===== config.mk =====
export PLATFORM = sky130hd
export DESIGN_NAME = bcd_rtc_core
export DESIGN_NICKNAME = d
export VERILOG_FILES = /design/src/rtl/rtc_bcd_pkg.sv /design/src/rtl/rtc_time_unit.sv /design/src/rtl/rtc_date_unit.sv /design/src/rtl/rtc_wday_unit.sv /design/src/rtl/bcd_rtc_core.sv
export SDC_FILE = /design/constraint.sdc
export NUM_CORES = 1
export LEC_CHECK = 0
export BUFFER_PORTS_ARGS = -buffer_cell sky130_fd_sc_hd__buf_2
export CAP_MARGIN = 20
export CORE_AREA = 2 2 137 72
export DETAILED_ROUTE_END_ITERATION = 6
export DIE_AREA = 0 0 139 74
export SLEW_MARGIN = 20
export SYNTH_ARGS = -nofsm -noshare
export SYNTH_HDL_FRONTEND = slang
export SYNTH_HIERARCHICAL = 1
export SYNTH_SLANG_ARGS = --single-unit

===== constraint.sdc =====
create_clock -name clk -period 3.9 [get_ports clk]
set_clock_uncertainty 0.2 [all_clocks]
set_input_delay 0.195 -clock clk [delete_from_list [all_inputs] [get_ports clk]]
set_output_delay 0.195 -clock clk [all_outputs]
set_load 0.03 [all_outputs]

===== src/rtl/rtc_bcd_pkg.sv =====
package rtc_bcd_pkg;
   localparam int TIME_W = 22;
   localparam int CAL_W  = 24;
   localparam logic [TIME_W-1:0] TIME_MASK = 22'h3F7F7F;
   localparam logic [CAL_W-1:0]  CAL_MASK  = 24'hFF1F3F;
   localparam logic [CAL_W-1:0]  CAL_RESET = 24'h000101;

   // one BCD digit plus one, wrapping at the given top value
   function automatic logic [3:0] dig_inc(input logic [3:0] d, input logic [3:0] top);
      return (d == top) ? 4'd0 : 4'(d + 4'd1);
   endfunction

   // two-digit BCD year divisible by four
   function automatic logic year_is_leap(input logic [7:0] y);
      if (y[4]) return (y[3:0] == 4'd2) || (y[3:0] == 4'd6);
      else      return (y[3:0] == 4'd0) || (y[3:0] == 4'd4) || (y[3:0] == 4'd8);
   endfunction

   // last day of a BCD month as BCD
   function automatic logic [7:0] month_end(input logic [7:0] mon, input logic leap);
      if (mon == 8'h02) return leap ? 8'h29 : 8'h28;
      if (mon == 8'h04 || mon == 8'h06 || mon == 8'h09 || mon == 8'h11) return 8'h30;
      return 8'h31;
   endfunction
endpackage


===== src/rtl/rtc_time_unit.sv =====
module rtc_time_unit
   import rtc_bcd_pkg::*;
(
   input  logic              clk,
   input  logic              rst_n,
   input  logic              adv,
   input  logic              load,
   input  logic [TIME_W-1:0] load_val,
   input  logic              hour24,
   output logic [TIME_W-1:0] time_q,
   output logic              day_carry
);
   logic [3:0] su, mu, hu, su_n, mu_n, hu_n;
   logic [2:0] st, mt, st_n, mt_n;
   logic [1:0] ht, ht_n;
   logic       sec_wrap, min_wrap, hour_wrap;

   assign su = time_q[3:0];
   assign st = time_q[6:4];
   assign mu = time_q[11:8];
   assign mt = time_q[14:12];
   assign hu = time_q[19:16];
   assign ht = time_q[21:20];

   assign sec_wrap = (su == 4'd9) && (st == 3'd5);
   assign min_wrap = sec_wrap && (mu == 4'd9) && (mt == 3'd5);

   always_comb begin
      su_n = dig_inc(su, 4'd9);
      st_n = (su == 4'd9) ? ((st == 3'd5) ? 3'd0 : 3'(st + 3'd1)) : st;
      mu_n = sec_wrap ? dig_inc(mu, 4'd9) : mu;
      mt_n = (sec_wrap && mu == 4'd9) ? ((mt == 3'd5) ? 3'd0 : 3'(mt + 3'd1)) : mt;
      hu_n = hu;
      ht_n = ht;
      hour_wrap = 1'b0;
      if (min_wrap) begin
         if (hour24) begin
            if (ht == 2'd2 && hu == 4'd3) begin
               hu_n = 4'd0;
               ht_n = 2'd0;
               hour_wrap = 1'b1;
            end else if (hu == 4'd9) begin
               hu_n = 4'd0;
               ht_n = 2'(ht + 2'd1);
            end else begin
               hu_n = 4'(hu + 4'd1);
            end
         end else begin
            // bit 1 of ht is the PM marker, bit 0 the tens digit
            if (ht[0] && hu == 4'd1) begin
               hu_n = 4'd2;
               ht_n = {~ht[1], 1'b1};
               hour_wrap = ht[1];
            end else if (ht[0] && hu == 4'd2) begin
               hu_n = 4'd1;
               ht_n = {ht[1], 1'b0};
            end else if (hu == 4'd9) begin
               hu_n = 4'd0;
               ht_n = {ht[1], 1'b1};
            end else begin
               hu_n = 4'(hu + 4'd1);
            end
         end
      end
   end

   assign day_carry = adv && !load && hour_wrap;

   always_ff @(posedge clk or negedge rst_n) begin
      if (!rst_n)    time_q <= '0;
      else if (load) time_q <= load_val & TIME_MASK;
      else if (adv)  time_q <= {ht_n, hu_n, 1'b0, mt_n, mu_n, 1'b0, st_n, su_n};
   end
endmodule


===== src/rtl/rtc_date_unit.sv =====
module rtc_date_unit
   import rtc_bcd_pkg::*;
(
   input  logic             clk,
   input  logic             rst_n,
   input  logic             adv,
   input  logic             load,
   input  logic [CAL_W-1:0] load_val,
   output logic [CAL_W-1:0] cal_q,
   output logic             leap
);
   logic [7:0] day, mon, yr, day_n, mon_n, yr_n;

   assign day  = {2'b00, cal_q[5:0]};
   assign mon  = {3'b000, cal_q[12:8]};
   assign yr   = cal_q[23:16];
   assign leap = year_is_leap(yr);

   always_comb begin
      day_n = day;
      mon_n = mon;
      yr_n  = yr;
      if (day == month_end(mon, leap)) begin
         day_n = 8'h01;
         if (mon == 8'h12) begin
            mon_n = 8'h01;
            yr_n  = {(yr[3:0] == 4'd9) ? dig_inc(yr[7:4], 4'd9) : yr[7:4], dig_inc(yr[3:0], 4'd9)};
         end else if (mon[3:0] == 4'd9) begin
            mon_n = 8'h10;
         end else begin
            mon_n = {mon[7:4], 4'(mon[3:0] + 4'd1)};
         end
      end else if (day[3:0] == 4'd9) begin
         day_n = {4'(day[7:4] + 4'd1), 4'd0};
      end else begin
         day_n = {day[7:4], 4'(day[3:0] + 4'd1)};
      end
   end

   always_ff @(posedge clk or negedge rst_n) begin
      if (!rst_n)    cal_q <= CAL_RESET;
      else if (load) cal_q <= load_val & CAL_MASK;
      else if (adv)  cal_q <= {yr_n, 3'b000, mon_n[4:0], 2'b00, day_n[5:0]};
   end
endmodule


===== src/rtl/rtc_wday_unit.sv =====
module rtc_wday_unit #(
   parameter int WDAY_W     = 3,
   parameter int WDAY_COUNT = 7
) (
   input  logic              clk,
   input  logic              rst_n,
   input  logic              adv,
   input  logic              load,
   input  logic [WDAY_W-1:0] load_val,
   output logic [WDAY_W-1:0] wday_q
);
   localparam logic [WDAY_W-1:0] LAST = WDAY_W'(WDAY_COUNT - 1);

   always_ff @(posedge clk or negedge rst_n) begin
      if (!rst_n)    wday_q <= '0;
      else if (load) wday_q <= (load_val > LAST) ? '0 : load_val;
      else if (adv)  wday_q <= (wday_q == LAST) ? '0 : WDAY_W'(wday_q + 1'b1);
   end
endmodule


===== src/rtl/bcd_rtc_core.sv =====
module bcd_rtc_core
   import rtc_bcd_pkg::*;
#(
   parameter int WDAY_W     = 3,
   parameter int WDAY_COUNT = 7,
   parameter int TICK_STAGE = 1
) (
   input  logic              clk,
   input  logic              rst_n,
   input  logic              sec_pulse,
   input  logic              hour24_sel,
   input  logic              time_load,
   input  logic [TIME_W-1:0] time_wdata,
   input  logic              cal_load,
   input  logic [CAL_W-1:0]  cal_wdata,
   input  logic              wday_load,
   input  logic [WDAY_W-1:0] wday_wdata,
   output logic [TIME_W-1:0] time_word,
   output logic [CAL_W-1:0]  cal_word,
   output logic [WDAY_W-1:0] weekday,
   output logic              leap_year,
   output logic              tick_out
);
   if (WDAY_COUNT < 2 || WDAY_COUNT > (1 << WDAY_W))
      $error("bcd_rtc_core: WDAY_COUNT does not fit WDAY_W");
   if (TICK_STAGE < 0 || TICK_STAGE > 1)
      $error("bcd_rtc_core: TICK_STAGE must be 0 or 1");

   logic day_carry;

   rtc_time_unit u_time (
      .clk(clk), .rst_n(rst_n), .adv(sec_pulse), .load(time_load),
      .load_val(time_wdata), .hour24(hour24_sel),
      .time_q(time_word), .day_carry(day_carry)
   );

   rtc_date_unit u_date (
      .clk(clk), .rst_n(rst_n), .adv(day_carry), .load(cal_load),
      .load_val(cal_wdata), .cal_q(cal_word), .leap(leap_year)
   );

   rtc_wday_unit #(.WDAY_W(WDAY_W), .WDAY_COUNT(WDAY_COUNT)) u_wday (
      .clk(clk), .rst_n(rst_n), .adv(day_carry), .load(wday_load),
      .load_val(wday_wdata), .wday_q(weekday)
   );

   if (TICK_STAGE == 1) begin : g_tick_reg
      logic tick_q;
      always_ff @(posedge clk or negedge rst_n) begin
         if (!rst_n) tick_q <= 1'b0;
         else        tick_q <= sec_pulse;
      end
      assign tick_out = tick_q;
   end else begin : g_tick_comb
      assign tick_out = sec_pulse;
   end
endmodule


==> Yosys cells after proc, flatten, opt, wreduce, memory -nomap -nowiden <==
Index checks and enable logic that the tools add are counted.
{ "word_totals": {"regBits": 50, "latchBits": 0, "mem_bits_rw": 0, "rom_bits": 0, "input_bits": 56, "out_inout_bits": 51, "word_cells": 147, "memories": 0} }
{ "op_classes": {"n_addsub": 12, "multipliers": 0, "div": 0, "n_lt_le_gt_ge": 1, "eq_ne": 26, "shifts": 0, "mux": 51, "n_bitwise": 1, "n_reduce_logical": 41} }
{ "op_table": {"columns": ["operator", "count"], "rows": [
  ["two-way mux 24 bit", 2],
  ["two-way mux 4 bit", 12],
  ["two-way mux 8 bit", 6],
  ["two-way mux 22 bit", 2],
  ["== test 4 bit (second input constant)", 8],
  ["adder 4 x 1 -> 4 bit (second input constant)", 7],
  ["two-way mux 3 bit", 8],
  ["nonzero test 2 bit", 10],
  ["two-way mux 5 bit", 3],
  ["== test 4 x 2 -> 1 bit (second input constant)", 3],
  ["two-way mux 2 bit", 6],
  ["two-way mux 6 bit", 2],
  ["AND reduction 2 bit", 6],
  ["AND reduction 4 bit", 3],
  ["== test 5 x 3 -> 1 bit (second input constant)", 2],
  ["== test 5 bit (second input constant)", 2],
  ["two-way mux 1 bit", 10],
  ["adder 3 x 1 -> 3 bit (second input constant)", 3],
  ["== test 3 bit (second input constant)", 3],
  ["nonzero test 3 bit", 3],
  ["== test 4 x 3 -> 1 bit (second input constant)", 2],
  ["== test 6 x 8 -> 1 bit", 1],
  ["logical AND 1 bit", 8],
  ["logical OR 1 bit", 6],
  ["other kinds (12)", 14]
]} }

==> Depth between registers and ports, before layout <==
{ "logic_depth": {"ltp_word": 13, "ltp_mapped": 10, "ltp_nobuf": 9} }

==> Hierarchy <==
The synthesis kept the hierarchy.
{ "by_module_without_submodules": {"columns": ["module", "instances", "cells_per_inst", "area_each_um2", "seq_area_each_um2"], "rows": [
  ["rtc_date_unit", 1, 177, 1501.4, 478.0],
  ["rtc_time_unit", 1, 160, 1397.6, 500.5],
  ["rtc_wday_unit", 1, 21, 176.4, 75.1],
  ["bcd_rtc_core", 1, 1, 25.0, 25.0]
]} }

==> Worst setup path after synthesis <==
OpenSTA, ideal clock, no wires.
{ "synth_timing": {"path_kind": "reg-to-reg", "from": "register u_time.time_q[20]", "to": "register u_date.cal_q[21]", "setup_time_ps": 82, "arrival_time_ps": 3531, "required_ps": 3618, "slack_ps": 87, "path_stages_with_launch": 9, "path_buffers": 1, "period_less_slack_ps": 3813, "path_cell_list": "dfrtp_1 -> or3b_2 -> a2111oi_0 -> clkbuf_1 -> and4_4 -> and4_1 -> nand4_4 -> or4_1 -> a31oi_1"} }
{ "synth_via": {"elab_chain_len": 8} }
{ "synth_rtl": {"columns": ["item", "line_no", "text"], "rows": [
  ["start, declared", "rtc_time_unit.sv:10", "output logic [TIME_W-1:0] time_q,"],
  ["start signal, assigned", "rtc_time_unit.sv:71", "else if (load) time_q <= load_val & TIME_MASK;"],
  ["start signal, assigned", "rtc_time_unit.sv:72", "else if (adv) time_q <= {ht_n, hu_n, 1'b0, mt_n, mu_n, 1'b0, st_n, su_n};"],
  ["== test 2 bit", "rtc_time_unit.sv:38", "if (ht == 2'd2 && hu == 4'd3) begin"],
  ["logical AND 1 bit", "rtc_time_unit.sv:38", null],
  ["two-way mux 1 bit", "rtc_time_unit.sv:38", null],
  ["two-way mux 1 bit (*)", "rtc_time_unit.sv:37", "if (hour24) begin"],
  ["two-way mux 1 bit (*)", "rtc_time_unit.sv:36", "if (min_wrap) begin"],
  ["logical AND 1 bit (*)", "rtc_time_unit.sv:67", "assign day_carry = adv && !load && hour_wrap;"],
  ["net day_carry", "bcd_rtc_core.sv:29", "logic day_carry;"],
  ["nonzero test 2 bit (no line) (*)", null, null],
  ["AND reduction 4 bit (no line) (*)", null, null],
  ["end signal, assigned", "rtc_date_unit.sv:42", "else if (load) cal_q <= load_val & CAL_MASK;"],
  ["end signal, assigned", "rtc_date_unit.sv:43", "else if (adv) cal_q <= {yr_n, 3'b000, mon_n[4:0], 2'b00, day_n[5:0]};"],
  ["end, declared", "rtc_date_unit.sv:9", "output logic [CAL_W-1:0] cal_q,"]
]} }
Mark *: on every way through the listed nets, which the timed path passes. The rest lies on a longest branch.
A chain may end at the register's enable or synchronous reset.

==> Final worst setup path <==
{ "layout_timing": {"from": "register u_time.time_q[17]", "to": "register u_date.cal_q[21]"} }
{ "layout_via": {"elab_chain_len": 8} }
{ "layout_rtl": {"columns": ["item", "line_no"], "rows": [
  ["== test 4 x 1 -> 1 bit / == test 4 x 2 -> 1 bit (equally long branches)", "rtc_time_unit.sv:50, rtc_time_unit.sv:38"],
  ["logical AND 1 bit, on equally long branches", "rtc_time_unit.sv:50, rtc_time_unit.sv:38"],
  ["two-way mux 1 bit, on equally long branches", "rtc_time_unit.sv:50, rtc_time_unit.sv:38"],
  ["two-way mux 1 bit (*)", "rtc_time_unit.sv:37"],
  ["two-way mux 1 bit (*)", "rtc_time_unit.sv:36"],
  ["logical AND 1 bit (*)", "rtc_time_unit.sv:67"],
  ["net day_carry", "bcd_rtc_core.sv:29"],
  ["nonzero test 2 bit (no line) (*)", null],
  ["AND reduction 4 bit (no line) (*)", null]
]} }
Marks and branches as above.

==> summary.md <==
| Metric | Value |
|---|---|
| Minimum clock period | `3175 ps` |
| Total Routing Usage GR | `17.67%` |
| Critical Path Max Stage Delay | `570 ps` |
| Slowest-stage cell, CP | `or3b_2` |
| Worst Path Buf+Inv | `0` |
| Leading cell type in the layout, fill and taps excluded | `buf_2` |
| Row count | `25` |
| Largest family of logic cells by synthesized area | `simple AND/OR/NAND/NOR gates` |
| RSZ-0062 raised after global routing | `no` |
| Asr flop ratio synth | `100.0%` |
| # port buffers | `92` |
| Routed Wire Length | `8.922 mm` |
| Synth cell types | `76` |
| Crit-path max FO | `13` |
| Clock sink total | `43` |
| Worst EP arrival | `3190 ps` |
| XOR/XNOR Fraction of Synth Area | `4.237%` |
| WP data required | `3910 ps` |
| LEAKAGE | `1.867 nW` |
| Htree depth | `2` |
| Final setup viols | `0` |
| Seq/Total Area, Yosys | `34.79%` |
| First-pass GRT wire length | `14.50 mm` |
| Gpl congestion | `0.8154` |
| CP Launch Type | `flip-flop` |
| Max-Cap Viols | `0` |
| Dpl ws | `716.8 ps` |
| Max clock buf depth | `2` |
| Global route hottest layer | `met2` |
| DR vias | `3079` |
| Least-Margin Pin Slew | `623.4 ps` |
| FF/Latch Area | `1079 µm²` |
| Syn_area_per_cell | `8.636 µm²` |
| Mux cell area share after synthesis | `5.730%` |
| GR met2 Demand/Resource | `26.60%` |
| Top-Level Pins | `107` |
| DRC errors left | `0` |
| Worst setup path category | `reg -> reg` |
| Hold/Removal Path Class | `in -> reg` |
| Initial Util | `33.95%` |
| Postcts setup bufs | `0` |
| Largest net degree at the start of global routing | `44` |
| Final net count | `538` |
| Worst-Skew Late Latency | `290 ps` |
| Top cell type's share of synthesized area | `33.09%` |
| Most frequent cells in the layout | `91 x buf_2, 48 x nand2_1, 42 x dlygate4sd3_1, 41 x dfrtp_1, 35 x o21ai_0` |
| Peak supply drop | `0.0001712 V` |
| Die Y | `74 µm` |
| Max-slew headroom | `58.13%` |
| Largest delay contributor family on the critical path | `simple AND/OR/NAND/NOR gates` |
| Synthesis warning total | `6` |
| Final worst path period share | `81.40%` |
| Netlist Area Pre-Place | `3100 µm²` |
| Register bit total from synthesis | `43` |
| Status | `finished clean` |
| Initial antenna violation count | `0` |
| Core Region | `9134 µm²` |
| Wire per inst | `14.82 µm` |
| Full die area | `10290 µm²` |
| Die width | `139 µm` |
| Final hold vios | `0` |
| Synth area leader | `dfrtp_1` |
| Worst-path cell chain | `or3b_2 -> a2111oi_2 -> and4_4 -> and4_1 -> nand4_4 -> or4_1 -> a31oi_1` |
| Met3 usage | `4.057%` |
| Slew Limit Fails | `0` |
| Synth Flop Type | `dfrtp_1` |
| Compound-Gate Fraction of Synth Area | `19.33%` |
| Post-Route Setup TNS | `0 ps` |
| Total congestion overflow | `0` |
| Largest cells by area after synthesis | `dfrtp_1 33%, nand2_1 5.8%, o21ai_0 5.6%` |
| Layout fillers | `926` |
| TritonCTS Buffers | `5` |
| # diodes | `0` |
| CTS tree | `built` |
| Post-synthesis adder-cell area fraction | `0.8071%` |
| HPWL after DPL | `6.312 mm` |
| Critical Path End Type | `flip-flop` |
| Area of the multi-input gates | `1843 µm²` |
| First drt pass iteration count | `7` |
| Area growth from synthesis to layout | `35.39%` |
| Fmax | `315.0 MHz` |
| Vias per inst | `5.115` |
| Post-DRT Antenna Nets | `0` |
| Simple-gate portion of the synthesized area | `28.29%` |
| Number of enable flip-flop cells after synthesis | `0` |
| Initial DRC Count | `178` |
| Setup ws final | `725.2 ps` |
| Pwr Density | `353.4 nW/µm²` |
| Layout cells sized above 1 | `26.61%` |
| Reg clk slew, reported paths | `70 ps` |
| Met1 Resource Use GR | `26.40%` |
| Root Buffer | `clkbuf_16` |
| Vias in the first global route | `2837` |
| Syn Inst Count | `359` |
final cells by class:
type,instances,area share (%)
clock buffer,6,3.308
clock inverter,2,0.8346
tap,121,3.607
timing repair buffer,136,21.40
inverter,14,1.252
sequential,43,25.69
multi-input combinational,280,43.90
metrics by stage:
stage          cells  total power, mW  area [µm²]  hold slack (ps)  util (%)
3_3_place_gp     552           0.9462        3601            201.5     39.42
6_report         602            1.484        4198            27.61     45.96
3_5_place_dp     552           0.9581        3601            208.5     39.42
5_1_grt          602            1.567        4198            47.49     45.96
4_1_cts          602            1.503        4195            25.80     45.93
2_1_floorplan    364           0.8388        3119           -300.6         -
flip-flops by register name, indices dropped and copies added, names as in the netlist:
name and flops:
tick_out 1, u_date/cal_q 19, u_time/time_q 20, u_wday/wday_q 3
worst reg2reg max path: cells and delay by family, from the launching register on:
family / cells / cell delay (ps)
and+or+nand+nor: 5 / 1800
AOI/OAI and AO/OA: 2 / 590
DFF: 1 / 520
cells by family after synthesis:
kind of cell,Yosys count
mux,17
compound gates,94
other cells,2
simple gates,145
buf+inv,41
xor+xnor,15
flops,43
fa+ha+maj,2
cell usage after synthesis, types with 2 or more instances:
library cell	instances
nand2b_1	5
nand3b_1	2
inv_1	13
conb_1	2
o2111ai_1	2
nor2b_1	12
mux2_2	4
dfrtp_1	41
xor2_1	6
a21oi_1	19
mux2i_1	11
o21ai_0	35
clkbuf_1	14
or4_1	3
nor3_1	4
a31oi_1	7
o211ai_1	2
mux2_1	2
xnor2_1	9
nand4_2	2
nand4b_1	3
buf_4	9
a22oi_1	3
nor3b_1	3
ha_1	2
a211o_1	2
or3_1	3
nand3_1	9
o31a_1	2
a2111oi_0	2
buf_6	2
nor2_1	24
a221oi_1	2
nand4_1	3
nand4bb_1	2
nor4b_1	2
o21ai_1	4
dfstp_2	2
nand2_1	48
report_power, final:
| group | leakage [nW] | internal (mW) | total [mW] | switching, mW |
|---|---|---|---|---|
| Sequential | 0.507 | 0.490 | 0.579 | 0.0890 |
| Combinational | 1.27 | 0.168 | 0.405 | 0.237 |
| Clock | 0.0868 | 0.319 | 0.500 | 0.181 |
| Total | 1.87 | 0.976 | 1.48 | 0.507 |
per-layer routing:
metal | share of wire [%] | vias up
li1 | - | 1515
met1 | 52 | 1469
met2 | 42 | 89
met3 | 5.7 | 6
met4 | 0.53 | 0
met5 | 0 | -
worst paths after layout:
| path | start | to | slack (ps) | cells past startpoint |
|---|---|---|---|---|
| setup / recovery | u_time/time_q[17]$_DFFE_PN0P_ | u_date/cal_q[21]$_DFFE_PN0P_ | 730 | 7 |
| setup reg to reg | u_time/time_q[17]$_DFFE_PN0P_ | u_date/cal_q[21]$_DFFE_PN0P_ | 730 | 7 |
| hold / removal | cal_wdata[9] | u_date/cal_q[9]$_DFFE_PN0P_ | 30 | 4 |
| max in group asynchronous | rst_n | u_time/time_q[5]$_DFFE_PN0P_ | 2840 | 2 |
| min in group asynchronous | rst_n | u_date/cal_q[16]$_DFFE_PN0P_ | 240 | 2 |
| hold reg to reg | u_wday/wday_q[0]$_DFFE_PN0P_ | u_wday/wday_q[0]$_DFFE_PN0P_ | 440 | 2 |
timing repair:
item	CTS	global route
hold buffers	42	0
resized for setup	0	0
endpoints found under the hold margin	81	0
(Power assumes the default switching activity.)
